===== config.mk =====
export PLATFORM = sky130hd
export DESIGN_NAME = dma_host_regs
export DESIGN_NICKNAME = d
export VERILOG_FILES = /design/src/rtl/dma_regs_pkg.sv /design/src/rtl/dma_port_decode.sv /design/src/rtl/dma_chan_regs.sv /design/src/rtl/dma_host_regs.sv
export SDC_FILE = /design/constraint.sdc
export NUM_CORES = 1
export LEC_CHECK = 0
export BUFFER_PORTS_ARGS = -buffer_cell sky130_fd_sc_hd__buf_2
export CORE_ASPECT_RATIO = 1.2
export CORE_MARGIN = 5
export CORE_UTILIZATION = 50
export CTS_BUF_LIST = sky130_fd_sc_hd__clkbuf_8
export DETAILED_ROUTE_END_ITERATION = 8
export GPL_TIMING_DRIVEN = 0
export PLACE_DENSITY = 0.72
export RECOVER_POWER = 50
export SYNTH_ARGS = -nofsm -noshare
export SYNTH_HDL_FRONTEND = slang
export SYNTH_SLANG_ARGS = --single-unit
export TNS_END_PERCENT = 1

===== constraint.sdc =====
create_clock -name clk -period 7.16 [get_ports clk]
set_input_delay 0.716 -clock clk [delete_from_list [all_inputs] [get_ports clk]]
set_output_delay 0.716 -clock clk [all_outputs]
set_load 0.005 [all_outputs]

===== src/rtl/dma_regs_pkg.sv =====
package dma_regs_pkg;
  localparam int NCH = 4;
  localparam int AW  = 16;

  // decoded register index (byte-wide offset); order fixed by the port map
  localparam logic [3:0] IX_CMD_STAT = 4'h8;
  localparam logic [3:0] IX_REQ      = 4'h9;
  localparam logic [3:0] IX_MASK1    = 4'hA;
  localparam logic [3:0] IX_MODE     = 4'hB;
  localparam logic [3:0] IX_CLRPTR   = 4'hC;
  localparam logic [3:0] IX_MCLR     = 4'hD;
  localparam logic [3:0] IX_CLRMASK  = 4'hE;
  localparam logic [3:0] IX_MASKALL  = 4'hF;

  typedef struct packed {
    logic       hit;
    logic [3:0] idx;
  } port_sel_t;
endpackage


===== src/rtl/dma_port_decode.sv =====
module dma_port_decode
  import dma_regs_pkg::*;
#(
  parameter bit WORD_CTRL = 1'b0,
  parameter int ADDR_W    = 5
) (
  input  logic [ADDR_W-1:0] addr_i,
  output port_sel_t         sel_o
);
  localparam int SH   = WORD_CTRL ? 1 : 0;
  localparam int SPAN = 4 + SH;

  logic lsb_ok, top_ok;

  generate
    if (WORD_CTRL) begin : g_word
      assign lsb_ok = ~addr_i[0];
    end else begin : g_byte
      assign lsb_ok = 1'b1;
    end
    if (ADDR_W > SPAN) begin : g_top
      assign top_ok = (addr_i[ADDR_W-1:SPAN] == '0);
    end else begin : g_notop
      assign top_ok = 1'b1;
    end
  endgenerate

  assign sel_o.hit = lsb_ok & top_ok;
  assign sel_o.idx = addr_i[SH +: 4];
endmodule


===== src/rtl/dma_chan_regs.sv =====
module dma_chan_regs
  import dma_regs_pkg::*;
(
  input  logic          clk,
  input  logic          rst_n,
  input  logic          wr_addr_i,
  input  logic          wr_cnt_i,
  input  logic          hi_byte_i,
  input  logic [7:0]    wdata_i,
  input  logic          step_i,
  input  logic          autoinit_i,
  output logic [AW-1:0] base_addr_o,
  output logic [AW-1:0] base_cnt_o,
  output logic [AW-1:0] cur_addr_o,
  output logic [AW-1:0] cur_cnt_o,
  output logic          tc_o
);
  logic host_wr;
  assign host_wr = wr_addr_i | wr_cnt_i;
  assign tc_o    = step_i & (cur_cnt_o == '0);

  always_ff @(posedge clk or negedge rst_n) begin
    if (!rst_n) begin
      base_addr_o <= '0;
      base_cnt_o  <= '0;
      cur_addr_o  <= '0;
      cur_cnt_o   <= '0;
    end else if (host_wr) begin
      if (wr_addr_i) begin
        if (hi_byte_i) begin
          base_addr_o[15:8] <= wdata_i;
          cur_addr_o[15:8]  <= wdata_i;
        end else begin
          base_addr_o[7:0] <= wdata_i;
          cur_addr_o[7:0]  <= wdata_i;
        end
      end
      if (wr_cnt_i) begin
        if (hi_byte_i) begin
          base_cnt_o[15:8] <= wdata_i;
          cur_cnt_o[15:8]  <= wdata_i;
        end else begin
          base_cnt_o[7:0] <= wdata_i;
          cur_cnt_o[7:0]  <= wdata_i;
        end
      end
    end else if (step_i) begin
      if (tc_o && autoinit_i) begin
        cur_addr_o <= base_addr_o;
        cur_cnt_o  <= base_cnt_o;
      end else begin
        cur_addr_o <= cur_addr_o + 1'b1;
        cur_cnt_o  <= cur_cnt_o - 1'b1;
      end
    end
  end

  AST_AUTOINIT_RELOAD: assert property (@(posedge clk) disable iff (!rst_n)
    (tc_o && autoinit_i && !host_wr) |=> (cur_cnt_o == $past(base_cnt_o) && cur_addr_o == $past(base_addr_o)));
  AST_COUNT_WRAP: assert property (@(posedge clk) disable iff (!rst_n)
    (tc_o && !autoinit_i && !host_wr) |=> (cur_cnt_o == 16'hFFFF));
endmodule


===== src/rtl/dma_host_regs.sv =====
module dma_host_regs
  import dma_regs_pkg::*;
#(
  parameter bit WORD_CTRL = 1'b0,
  parameter int ADDR_W    = 5
) (
  input  logic                     clk,
  input  logic                     rst_n,
  input  logic                     wr_en_i,
  input  logic                     rd_en_i,
  input  logic [ADDR_W-1:0]        addr_i,
  input  logic [7:0]               wdata_i,
  output logic [7:0]               rdata_o,
  input  logic [NCH-1:0]           dreq_i,
  input  logic [NCH-1:0]           step_i,
  output logic [NCH-1:0]           tc_o,
  output logic [NCH-1:0]           mask_o,
  output logic [7:0]               cmd_o,
  output logic [NCH-1:0]           sw_req_o,
  output logic [NCH-1:0][5:0]      mode_o,
  output logic [NCH-1:0][AW-1:0]   base_addr_o,
  output logic [NCH-1:0][AW-1:0]   base_cnt_o,
  output logic [NCH-1:0][AW-1:0]   cur_addr_o,
  output logic [NCH-1:0][AW-1:0]   cur_cnt_o
);
  port_sel_t sel;
  logic      ptr_hi;
  logic [NCH-1:0] stat_tc;

  dma_port_decode #(.WORD_CTRL(WORD_CTRL), .ADDR_W(ADDR_W)) u_dec (
    .addr_i (addr_i),
    .sel_o  (sel)
  );

  logic       wr, rd, chan_port, stat_rd, mclr;
  logic [1:0] acc_ch, data_ch;
  assign wr        = wr_en_i & sel.hit;
  assign rd        = rd_en_i & sel.hit;
  assign chan_port = ~sel.idx[3];
  assign acc_ch    = sel.idx[2:1];
  assign data_ch   = wdata_i[1:0];
  assign stat_rd   = rd & (sel.idx == IX_CMD_STAT);
  assign mclr      = wr & (sel.idx == IX_MCLR);

  generate
    for (genvar c = 0; c < NCH; c++) begin : g_ch
      logic sel_ch;
      assign sel_ch = wr & chan_port & (acc_ch == c[1:0]);
      dma_chan_regs u_regs (
        .clk         (clk),
        .rst_n       (rst_n),
        .wr_addr_i   (sel_ch & ~sel.idx[0]),
        .wr_cnt_i    (sel_ch &  sel.idx[0]),
        .hi_byte_i   (ptr_hi),
        .wdata_i     (wdata_i),
        .step_i      (step_i[c]),
        .autoinit_i  (mode_o[c][2]),
        .base_addr_o (base_addr_o[c]),
        .base_cnt_o  (base_cnt_o[c]),
        .cur_addr_o  (cur_addr_o[c]),
        .cur_cnt_o   (cur_cnt_o[c]),
        .tc_o        (tc_o[c])
      );
    end
  endgenerate

  // byte pointer
  always_ff @(posedge clk or negedge rst_n) begin
    if (!rst_n)                                              ptr_hi <= 1'b0;
    else if (wr && (sel.idx == IX_CLRPTR || sel.idx == IX_MCLR)) ptr_hi <= 1'b0;
    else if ((wr || rd) && chan_port)                        ptr_hi <= ~ptr_hi;
  end

  // control registers
  always_ff @(posedge clk or negedge rst_n) begin
    if (!rst_n) begin
      mask_o   <= '1;
      cmd_o    <= '0;
      sw_req_o <= '0;
      mode_o   <= '0;
    end else if (mclr) begin
      mask_o   <= '1;
      cmd_o    <= '0;
      sw_req_o <= '0;
    end else if (wr) begin
      case (sel.idx)
        IX_CMD_STAT: cmd_o             <= wdata_i;
        IX_REQ:      sw_req_o[data_ch] <= wdata_i[2];
        IX_MASK1:    mask_o[data_ch]   <= wdata_i[2];
        IX_MODE:     mode_o[data_ch]   <= wdata_i[7:2];
        IX_CLRMASK:  mask_o            <= '0;
        IX_MASKALL:  mask_o            <= wdata_i[NCH-1:0];
        default: ;
      endcase
    end
  end

  // latched terminal counts
  always_ff @(posedge clk or negedge rst_n) begin
    if (!rst_n)       stat_tc <= '0;
    else if (mclr)    stat_tc <= '0;
    else if (stat_rd) stat_tc <= tc_o;
    else              stat_tc <= stat_tc | tc_o;
  end

  // read mux
  always_comb begin
    rdata_o = '0;
    if (rd) begin
      if (chan_port) begin
        if (sel.idx[0]) rdata_o = ptr_hi ? cur_cnt_o[acc_ch][15:8]  : cur_cnt_o[acc_ch][7:0];
        else            rdata_o = ptr_hi ? cur_addr_o[acc_ch][15:8] : cur_addr_o[acc_ch][7:0];
      end else if (sel.idx == IX_CMD_STAT) begin
        rdata_o = {sw_req_o | dreq_i, stat_tc};
      end
    end
  end

  AST_RESET_MASKED: assert property (@(posedge clk) disable iff (!rst_n)
    mclr |=> (mask_o == '1 && cmd_o == '0 && sw_req_o == '0));
  AST_PTR_TOGGLE: assert property (@(posedge clk) disable iff (!rst_n)
    ((wr || rd) && chan_port) |=> (ptr_hi != $past(ptr_hi)));
  AST_PTR_CLEAR: assert property (@(posedge clk) disable iff (!rst_n)
    (wr && sel.idx == IX_CLRPTR) |=> !ptr_hi);
  AST_STAT_CLEARS: assert property (@(posedge clk) disable iff (!rst_n)
    (stat_rd && tc_o == '0 && !mclr) |=> (stat_tc == '0));
  AST_TC_LATCHED: assert property (@(posedge clk) disable iff (!rst_n)
    (tc_o != '0 && !mclr) |=> ((stat_tc & $past(tc_o)) == $past(tc_o)));
  AST_MISS_QUIET: assert property (@(posedge clk) disable iff (!rst_n)
    (!sel.hit && !mclr) |=> ($stable(ptr_hi) && $stable(mask_o) && $stable(cmd_o)));
endmodule


Word-level counts from Yosys, hierarchy flattened
Index checks and enable logic that the tools add are counted.
{ "op_classes": {"add_sub_neg": 8, "multipliers": 0, "div_mod_pow": 0, "order_cmp": 3, "n_eq_ne": 27, "shift": 0, "muxes": 64, "bitwise_logic": 32, "n_reduce_logical": 59} }
{ "ops": {"columns": ["op", "count"], "rows": [
  ["16-bit 2-to-1 mux", 34],
  ["3-bit AND reduction", 33],
  ["8-bit 2-to-1 mux", 11],
  ["16-bit by 1-bit adder with 16-bit output (second input constant)", 4],
  ["16-bit binary-select mux with 2-bit select", 2],
  ["16-bit logical NOT", 4],
  ["16-bit by 1-bit subtractor with 16-bit output (second input constant)", 4],
  ["4-bit == test (second input constant)", 8],
  ["4-bit 2-to-1 mux", 7],
  ["24-bit bitwise mux", 1],
  ["1-bit bitwise AND", 21],
  ["2-bit by 1-bit inequality test with 1-bit output (second input constant)", 8],
  ["2-bit inequality test (second input constant)", 8],
  ["2-bit nonzero test", 8],
  ["6-bit demux with 2-bit select", 1],
  ["4-bit case mux with 3 select lines", 1],
  ["4-bit bitwise mux", 2],
  ["4-bit bitwise OR", 2],
  ["1-bit logical AND", 7],
  ["2-bit by 3-bit < comparator with 1-bit output (second input constant)", 2],
  ["6-bit 2-to-1 mux", 1],
  ["2-bit AND reduction", 3],
  ["1-bit inverter", 5],
  ["2-bit == test (second input constant)", 2],
  ["other kinds (8)", 14]
]} }
{ "word_totals": {"register_bits": 301, "latch_bits": 0, "ramBits": 0, "romBits": 0, "input_bits": 25, "out_inout_bits": 308, "wordCells": 234, "n_memories": 0} }

Logic depth before layout (Yosys ltp)
Gate-level depths: netlist of the first run.
{ "logic_depth": {"depth_word": 8, "ltp_mapped": 9, "ltp_nobuf": 7} }

Modules after synthesis
From an unflattened synthesis of the first run, not the netlist that was laid out.
{ "hier_totals": {"hier_cells": 1647, "area_unflattened_um2": 17315.4} }
{ "by_module_without_submodules": {"columns": ["module", "instances", "cells_each", "area_per_inst_um2", "seq_area_each_um2"], "rows": [
  ["dma_chan_regs (g_ch[1].u_regs ...)", 2, 334, 3487.1, 1601.5],
  ["dma_chan_regs (g_ch[3].u_regs)", 1, 331, 3552.2, 1601.5],
  ["dma_chan_regs (g_ch[0].u_regs)", 1, 334, 3515.9, 1601.5],
  ["dma_host_regs", 1, 308, 3231.8, 1131.1],
  ["dma_port_decode", 1, 6, 41.3, 0.0]
]} }

Least setup slack after synthesis of the first run
OpenSTA, ideal clock, no wires.
{ "synth_timing": {"path_kind": "in2out", "startpoint": "in addr_i[1]", "endpoint": "out rdata_o[6]", "t_arrival_ns": 2.602, "t_required_ns": 6.444, "slack_ns": 3.842, "path_stages": 6, "path_buffers": 2, "cell_sequence": "clkbuf_1 -> clkbuf_1 -> mux4_1 -> mux4_2 -> inv_1 -> o22ai_1"} }
{ "synth_between": {"elab_chain_len": 6, "elab_cells_between_ends": 11, "cone_classes": "eq/ne (1); mux (10)"} }
{ "synth_lines": {"columns": ["item", "line_no", "rtl"], "rows": [
  ["start: declaration", "dma_host_regs.sv:11", "input logic [ADDR_W-1:0] addr_i,"],
  ["16-bit binary-select mux with 2-bit select (on tied branches)", "dma_host_regs.sv:112, dma_host_regs.sv:111", null],
  ["16-bit 2-to-1 mux (on tied branches)", "dma_host_regs.sv:112, dma_host_regs.sv:111", null],
  ["8-bit 2-to-1 mux (on tied branches)", "dma_host_regs.sv:112, dma_host_regs.sv:111", null],
  ["8-bit 2-to-1 mux", "dma_host_regs.sv:111", "if (sel.idx[0]) rdata_o = ptr_hi ? cur_cnt_o[acc_ch][15:8] : cur_cnt_o[acc_ch][7:0];"],
  ["8-bit 2-to-1 mux (*)", "dma_host_regs.sv:110", "if (chan_port) begin"],
  ["8-bit 2-to-1 mux (*)", "dma_host_regs.sv:109", "if (rd) begin"],
  ["end: declaration", "dma_host_regs.sv:13", "output logic [7:0] rdata_o,"]
]} }
Every way passes the cells marked *; elsewhere a longest branch is shown, timed or not. The select of a mux whose other input is x is not followed.

Final worst setup path of the first run
{ "layout_timing": {"startpoint": "reg g_ch[3].u_regs.cur_cnt_o[0]", "endpoint": "out tc_o[3]"} }
{ "layout_between": {"elab_chain_len": 2} }
{ "layout_lines": {"columns": ["item", "line_no", "rtl"], "rows": [
  ["start: declaration", "dma_chan_regs.sv:15", "output logic [AW-1:0] cur_cnt_o,"],
  ["start signal: assignment", "dma_chan_regs.sv:44", "cur_cnt_o[7:0] <= wdata_i;"],
  ["start signal: assignment", "dma_chan_regs.sv:50", "cur_cnt_o <= base_cnt_o;"],
  ["start signal: assignment", "dma_chan_regs.sv:53", "cur_cnt_o <= cur_cnt_o - 1'b1;"],
  ["16-bit logical NOT", "dma_chan_regs.sv:20", "assign tc_o = step_i & (cur_cnt_o == '0);"],
  ["1-bit bitwise AND", "dma_chan_regs.sv:20", null],
  ["end: declaration", "dma_host_regs.sv:16", "output logic [NCH-1:0] tc_o,"]
]} }
No other way between the ends.

==> impl_metrics.tcl, run 1 <==
set metrics [dict create \
    async_flop_share_pct 100 \
    yosysSeqAreaShare_pct 43.8 \
    arrival_ns 3.76 \
    synth_top_cell_area_share_pct 43.2 \
    firstDrtPassIters 7 \
    violations "max-capacitance violations, max-slew violations" \
    fp-row-count 74 \
    hold_class "in2async" \
    cpPeakStageDelay_ns 0.99 \
    fillers 3106 \
    cp-start-kind "flip-flop" \
    synth-seq-cells 301 \
    antenna_found_initial 7 \
    hpwl_um 62000 \
    clock_latency_ns 0.64 \
    cts-buffers-inserted 52 \
    die_y_um 213 \
    power_w 0.00687 \
    cts_resized 0 \
    final_common_cell "dfrtp_1" \
    routed_wl_um 83600 \
    fp.dieW_um 179 \
    vias_per_cell 6.78 \
    drtAntennaViolNets 0 \
    grtUsageTotal_pct 42.8 \
    cts_buffer_depth 3 \
    start_util_pct 50.6 \
    syn-num-nets 1864 \
    clock_skew_ns 0.0267 \
    p_clk_share_pct 25.3 \
    drt_iter0_drc 2415 \
    final_cells 2713 \
    dieArea_sq_um 38200 \
    p_comb_share_pct 31.1 \
    dp.cells 2614 \
    core-area_sq_um 34000 \
    area_growth_syn_to_layout_pct 18.8 \
    leakage_nw 8.96 \
    rsz0062_at_grt "false" \
    status "finished, violations left" \
    worstPathRequired_ns 6.44 \
    drc 0 \
    nets 2246 \
    crit_type "reg2out" \
    synth_area_sq_um 17200 \
    p_per_area_nw_per_um2 336 \
    post_cts_buffers 0 \
    syn_inst 1831 \
    routabilityCongestion 1.02 \
    grt_pass1_wl_um 120000 \
    vias 18400 \
    fin_crit_ns 4.47 \
    ios 333 \
    seqPwrFrac_pct 43.7 \
    grt_max_degree 116 \
    synth_edf_count 0 \
    path_clk_slew_ns 0.06 \
    avgSynthCellArea_sq_um 9.40 \
    report.final.slew_viol_count 127 \
    slowest_stage "nor4_1" \
    critical_path.cell_chain "inv_1, ha_1, nor4b_1, nand4b_1, nor4_1, buf_4, buf_2" \
    fmax_mhz 224 \
    numPortBuffers 325 \
    path_max_fanout 5 \
    wl_per_cell_um 30.8 \
    hold_viol 0 \
    whs_ns 0.0568 \
    ys_top_cells_by_area "dfrtp_1 (43%), mux2_2 (6.2%), nand2_1 (5.1%), mux4_2 (5.1%), o21ai_0 (4.0%)" \
    fin_util_pct 60.1 \
    htree_levels 2 \
    clock_sinks 301 \
    drive_above_1_share_pct 20.4 \
    clock-root-buffer "clkbuf_8" \
    endpoint_kind "primary output" \
    synth_flop_cell "dfrtp_1" \
    overflow 0 \
    finalCritPeriodShare_pct 62.5 \
    tritoncts "built" \
    worst_pin_slew_ns 3.03 \
    setup_viol 0 \
    power.switching_w 0.00279 \
    synth.distinct_cells 78 \
    synth_warnings 0 \
    drv_cap 2 \
    grt_pass1_vias 17600 \
    yosysTopAreaCell "dfrtp_1" \
    slew_headroom_pct -102 \
    cts_hold_buffers 0 \
    switching_share_pct 40.6 \
    final_cell_mix "dfrtp_1 (297), nand2_1 (235), clkbuf_1 (227), buf_2 (214), o21ai_0 (138)" \
    intPower_w 0.00408 \
    ir_worst_vdd_mv 0.241 \
]
-- cells in the mapped netlist (all sizes together), types with 8 or more instances --
cell and instances:
o22ai 17, a21oi 34, o31ai 19, ha 8, nor4 28, mux4 40
nand4 17, mux2i 16, dfrtp 297, xnor2 38, clkbuf 117, nand2 235
a211o 29, a31oi 78, inv 49, nor3 86, o21ai 144, a22o 15
xor2 23, o211ai 32, nand3 64, mux2 95, and3 13, nor2 133
o2bb2ai 12, a211oi 10, and2 10, nand2b 8, or3 22, buf 25
-- critical path: cells and delay by family, from the launching register on --
family / cells / cell delay [ns]
and+or+nand+nor: 3 / 1.93
adders and majority gates: 1 / 0.23
buffers and inverters: 3 / 0.46
DFF: 1 / 0.49
-- layer usage --
| metal | part of all wire [%] | track usage, % | up-vias |
|---|---|---|---|
| li1 | - | - | 7542 |
| met1 | 35 | 53.1 | 8930 |
| met2 | 44 | 65.2 | 1516 |
| met3 | 13 | 11.9 | 401 |
| met4 | 8.4 | 28.8 | 4 |
| met5 | 0.032 | 0 | - |
-- stage by stage --
stage	area [sq um]	worst slack (ns)	TNS, ns
3_3_place_gp	19400	-0.434	-114.79
3_5_place_dp	19500	3.35	0
6_report	20400	2.69	0
5_1_grt	20400	2.67	0
2_1_floorplan	17200	3.84	0
4_1_cts	20600	2.86	0
-- area by class of cell --
class	count	area, sq um	area share [%]
diodes	2	5.00	0.0245
inverters	49	184	0.900
multi-input cells	1339	8910	43.6
flip-flops and latches	301	7540	36.9
plain buffers	142	573	2.80
clock buffers	62	853	4.18
clock inverters	34	265	1.30
well taps	456	571	2.79
repair buffers	328	1540	7.52
-- power by group through the flow --
stage / combinational [W] / sequential (W) / clock (W)
6_report: 0.00214 / 0.00300 / 0.00174
5_1_grt: 0.00233 / 0.00299 / 0.00181
4_1_cts: 0.00214 / 0.00294 / 0.00172
3_5_place_dp: 0.00213 / 0.00296 / 0
3_3_place_gp: 0.00210 / 0.00296 / 0
2_1_floorplan: 0.00125 / 0.00261 / 0
-- state kept, by name, summed over array words and instances (netlist names) --
| name | cells |
|---|---|
| g_ch.u_regs.base_cnt_o | 64 |
| cmd_o | 8 |
| mask_o | 4 |
| stat_tc | 4 |
| g_ch.u_regs.cur_addr_o | 64 |
| ptr_hi | 1 |
| g_ch.u_regs.base_addr_o | 64 |
| sw_req_o | 4 |
| g_ch.u_regs.cur_cnt_o | 64 |
| mode_o | 24 |
-- logic make-up (layout without fill, tap and decap cells) --
kind of cell	after synthesis	count (layout)	share of synthesized area, %
compound gates	459	459	17.6
other cells	0	2	0
simple gates	660	660	18.1
mux	151	151	12.4
fa+ha+maj	8	8	0.582
flops	301	301	43.8
buf+inv	191	615	4.40
xor+xnor	61	61	3.11
-- path summary, 6_finish.rpt --
path / end / slack [ns] / depth (start not counted) / from
setup reg to reg: g_ch[1].u_regs.cur_addr_o[3] / 3.72 / 8 / g_ch[1].u_regs.cur_cnt_o[12]
hold / removal: g_ch[0].u_regs.base_addr_o[12] / 0.06 / 1 / rst_n
hold reg to reg: cmd_o[1] / 0.48 / 2 / cmd_o[1]
max in group asynchronous: g_ch[2].u_regs.base_cnt_o[7] / 3.69 / 2 / rst_n
setup / recovery: tc_o[3] / 2.69 / 7 / g_ch[3].u_regs.cur_cnt_o[0]
min in group clk: cmd_o[1] / 0.48 / 2 / cmd_o[1]
Power figures use the tool's default switching activity.
==> run 2: changes to the inputs <==
Settings changed: ABC_AREA set to 1, PLACE_DENSITY 0.72 to 0.75.
Clock period 7.16 ns to 3.7 ns, I/O delays scaled along.
==> run 2 against run 1 <==
Against the previous run:
- the flow still finishes with violations (max-capacitance violations, max-slew violations)
- total power increased by 98%
- global-route usage shrank 3.7 points
- clock skew fell by 0.0071 ns
- die area grew 6.9%
- synthesized area grew 7.3%
- final cell count rose by 29%
==> impl_metrics.tcl, run 2 <==
set metrics [dict create \
    fillers 3619 \
    yosysTopAreaCell "dfrtp_1" \
    whs_endpoint "g_ch[1].u_regs.base_addr_o[12]" \
    seqPwrFrac_pct 41.4 \
    synth_common_cells "nand2_1 (561), nor2_1 (448), nand3_1 (305)" \
    reg2reg_to "g_ch[1].u_regs.cur_cnt_o[4]" \
    clock_latency_ns 0.59 \
    overflow 0 \
    fin_crit_ns 3.37 \
    grt_max_degree 126 \
    hold_viol 0 \
    path_max_fanout 5 \
    cts_resized 0 \
    syn_inst 2613 \
    setup_viol 0 \
    ir_worst_vdd_mv 0.506 \
    routed_wl_um 82100 \
    hold_path_depth 3 \
    wl_per_cell_um 23.4 \
    grt_pass1_vias 19200 \
    p_comb_share_pct 35.6 \
    core-area_sq_um 36700 \
    leakage_nw 10.8 \
    synth_flop_cell "dfrtp_1" \
    status "finished, violations left" \
    drc 0 \
    r2r-start "g_ch[1].u_regs.cur_cnt_o[0]" \
    synth-seq-cells 301 \
    worstPathRequired_ns 3.33 \
    dieArea_sq_um 40900 \
    cts_buffer_depth 3 \
    firstDrtPassIters 8 \
    intPower_w 0.00769 \
    hpwl_um 63000 \
    ff2ff_setup_slack_ns 1.10 \
    switching_share_pct 43.5 \
    fp.dieW_um 185 \
    p_per_area_nw_per_um2 632 \
    routabilityCongestion 0.982 \
    power_w 0.0136 \
    synth.most_common_cell "nand2_1" \
    rsz0062_at_grt "false" \
    hold_class "in2reg" \
    arrival_ns 3.00 \
    area_growth_syn_to_layout_pct 16.7 \
    slew_headroom_pct -27.6 \
    numPortBuffers 326 \
    avgSynthCellArea_sq_um 7.06 \
    synth_warnings 0 \
    die_y_um 220 \
    tritoncts "built" \
    synth_edf_count 0 \
    fp-row-count 77 \
    antenna_found_initial 2 \
    vias 20600 \
    endpoint_kind "primary output" \
    finalCritPeriodShare_pct 91.2 \
    crit_type "reg2out" \
    cp-start-kind "flip-flop" \
    start_util_pct 50.3 \
    hp-start "wdata_i[4]" \
    drtAntennaViolNets 0 \
    grtUsageTotal_pct 39.1 \
    clock_skew_ns 0.0196 \
    fin_util_pct 58.7 \
    clock-root-buffer "clkbuf_8" \
    p_clk_share_pct 23.0 \
    final_common_cell "nand2_1" \
    grt_pass1_wl_um 121000 \
    nets 3027 \
    worst_pin_slew_ns 1.91 \
    drv_cap 1 \
    yosysSeqAreaShare_pct 40.8 \
    ys_top_cells_by_area "dfrtp_1 (40%), nand2_1 (11%), nor2_1 (9.1%), nand3_1 (8.3%), o21ai_0 (4.8%)" \
    htree_levels 2 \
    clock_sinks 301 \
    dp.cells 3415 \
    path_clk_slew_ns 0.06 \
    synth.distinct_cells 46 \
    ios 333 \
    syn-num-nets 2646 \
    violations "max-capacitance violations, max-slew violations" \
    worstRegToRegCells 10 \
    report.final.slew_viol_count 74 \
    fmax_mhz 296 \
    drt_iter0_drc 2444 \
    cts-buffers-inserted 50 \
    synth_area_sq_um 18500 \
    final_cells 3508 \
    vias_per_cell 5.87 \
    async_flop_share_pct 100 \
    drive_above_1_share_pct 14.5 \
    final_cell_mix "nand2_1 (563), nor2_1 (455), nand3_1 (305), dfrtp_1 (297), buf_2 (238)" \
    power.switching_w 0.00593 \
    synth_top_cell_area_share_pct 40.3 \
]
## run 2: changes by cell type after synthesis, sizes merged, moves of 95 or more
| cell | change |
|---|---|
| nand3 | +241 |
| mux2 | -95 |
| a21oi | +107 |
| nand2 | +348 |
| nor2 | +369 |
| inv | +194 |
## run 2: metrics by stage
| step | setup TNS [ns] | hold WS (ns) | area (sq um) | worst slack (ns) |
|---|---|---|---|---|
| after floorplan | 0 | 0.0744 | 18500 | 1.77 |
| after global placement | -995.15 | 0.448 | 20700 | -3.38 |
| after detailed placement | 0 | 0.392 | 20700 | 1.03 |
| after CTS | 0 | 0.0462 | 21800 | 0.361 |
| after global routing | 0 | 0.0878 | 21500 | 0.229 |
| final | 0 | 0.0931 | 21500 | 0.327 |
## run 2: timing repair
item / 4_1_cts / 5_1_grt
hold endpoints to repair: 68 / 0
hold buffers: 1 / 0
buffers inserted: 0 / 0
## run 2: how the worst max path moves through the flow
stage                                 from                      endpoint  slack, ns
2_1_floorplan  g_ch[0].u_regs.cur_cnt_o[0]                       tc_o[0]       1.77
3_3_place_gp                         rst_n  g_ch[0].u_regs.base_cnt_o[2]      -3.38
3_5_place_dp   g_ch[0].u_regs.cur_cnt_o[1]                       tc_o[0]       1.03
4_1_cts        g_ch[0].u_regs.cur_cnt_o[1]                       tc_o[0]       0.36
5_1_grt        g_ch[0].u_regs.cur_cnt_o[1]                       tc_o[0]       0.23
6_report       g_ch[0].u_regs.cur_cnt_o[1]                       tc_o[0]       0.33
## run 2: final cells by class
cell class | count | area [sq um] | area share [%]
Inverter | 246 | 935 | 4.34
Antenna cell | 4 | 10.0 | 0.0465
Timing Repair Buffer | 329 | 1530 | 7.10
Sequential cell | 301 | 7540 | 35.0
Clock inverter | 22 | 141 | 0.656
Tap cell | 474 | 593 | 2.75
Multi-Input combinational cell | 1954 | 9350 | 43.4
Clock buffer | 66 | 908 | 4.22
Buffer | 112 | 538 | 2.50
## run 2: critical path: stages, from the launching register on
cell and delay (ns):
dfrtp_1 0.53, inv_1 0.11, ha_1 0.18, nand2_1 0.14, nor3_1 0.56, nand2_1 0.17, nor4_1 0.43, buf_4 0.19
buf_2 0.10
## run 2: cells by family after synthesis
| group | Yosys count | share of synthesized area, % |
|---|---|---|
| AOI/OAI and AO/OA | 384 | 11.1 |
| adders and majority gates | 8 | 0.542 |
| buffers and inverters | 358 | 8.02 |
| DFF | 301 | 40.8 |
| and+or+nand+nor | 1513 | 37.1 |
| xor gates and xnor gates | 49 | 2.32 |
## run 2: power groups by stage
stage / clock (W) / sequential, W / combinational [W]
global route: 0.00329 / 0.00571 / 0.00541
floorplan: 0 / 0.00510 / 0.00281
detailed placement: 0 / 0.00561 / 0.00485
finish: 0.00313 / 0.00564 / 0.00485
CTS: 0.00314 / 0.00555 / 0.00488
global placement: 0 / 0.00558 / 0.00476
## run 2: layer usage
| layer | vias to the layer above | GRT usage, % | part of all wire, % | routed length [um] |
|---|---|---|---|---|
| li1 | 9281 | - | - | - |
| met1 | 9835 | 52.3 | 39 | 32300 |
| met2 | 1248 | 61.4 | 45 | 37000 |
| met3 | 243 | 7.58 | 9.9 | 8120 |
| met4 | 0 | 18.6 | 5.7 | 4680 |
| met5 | - | 0 | 0 | 0 |
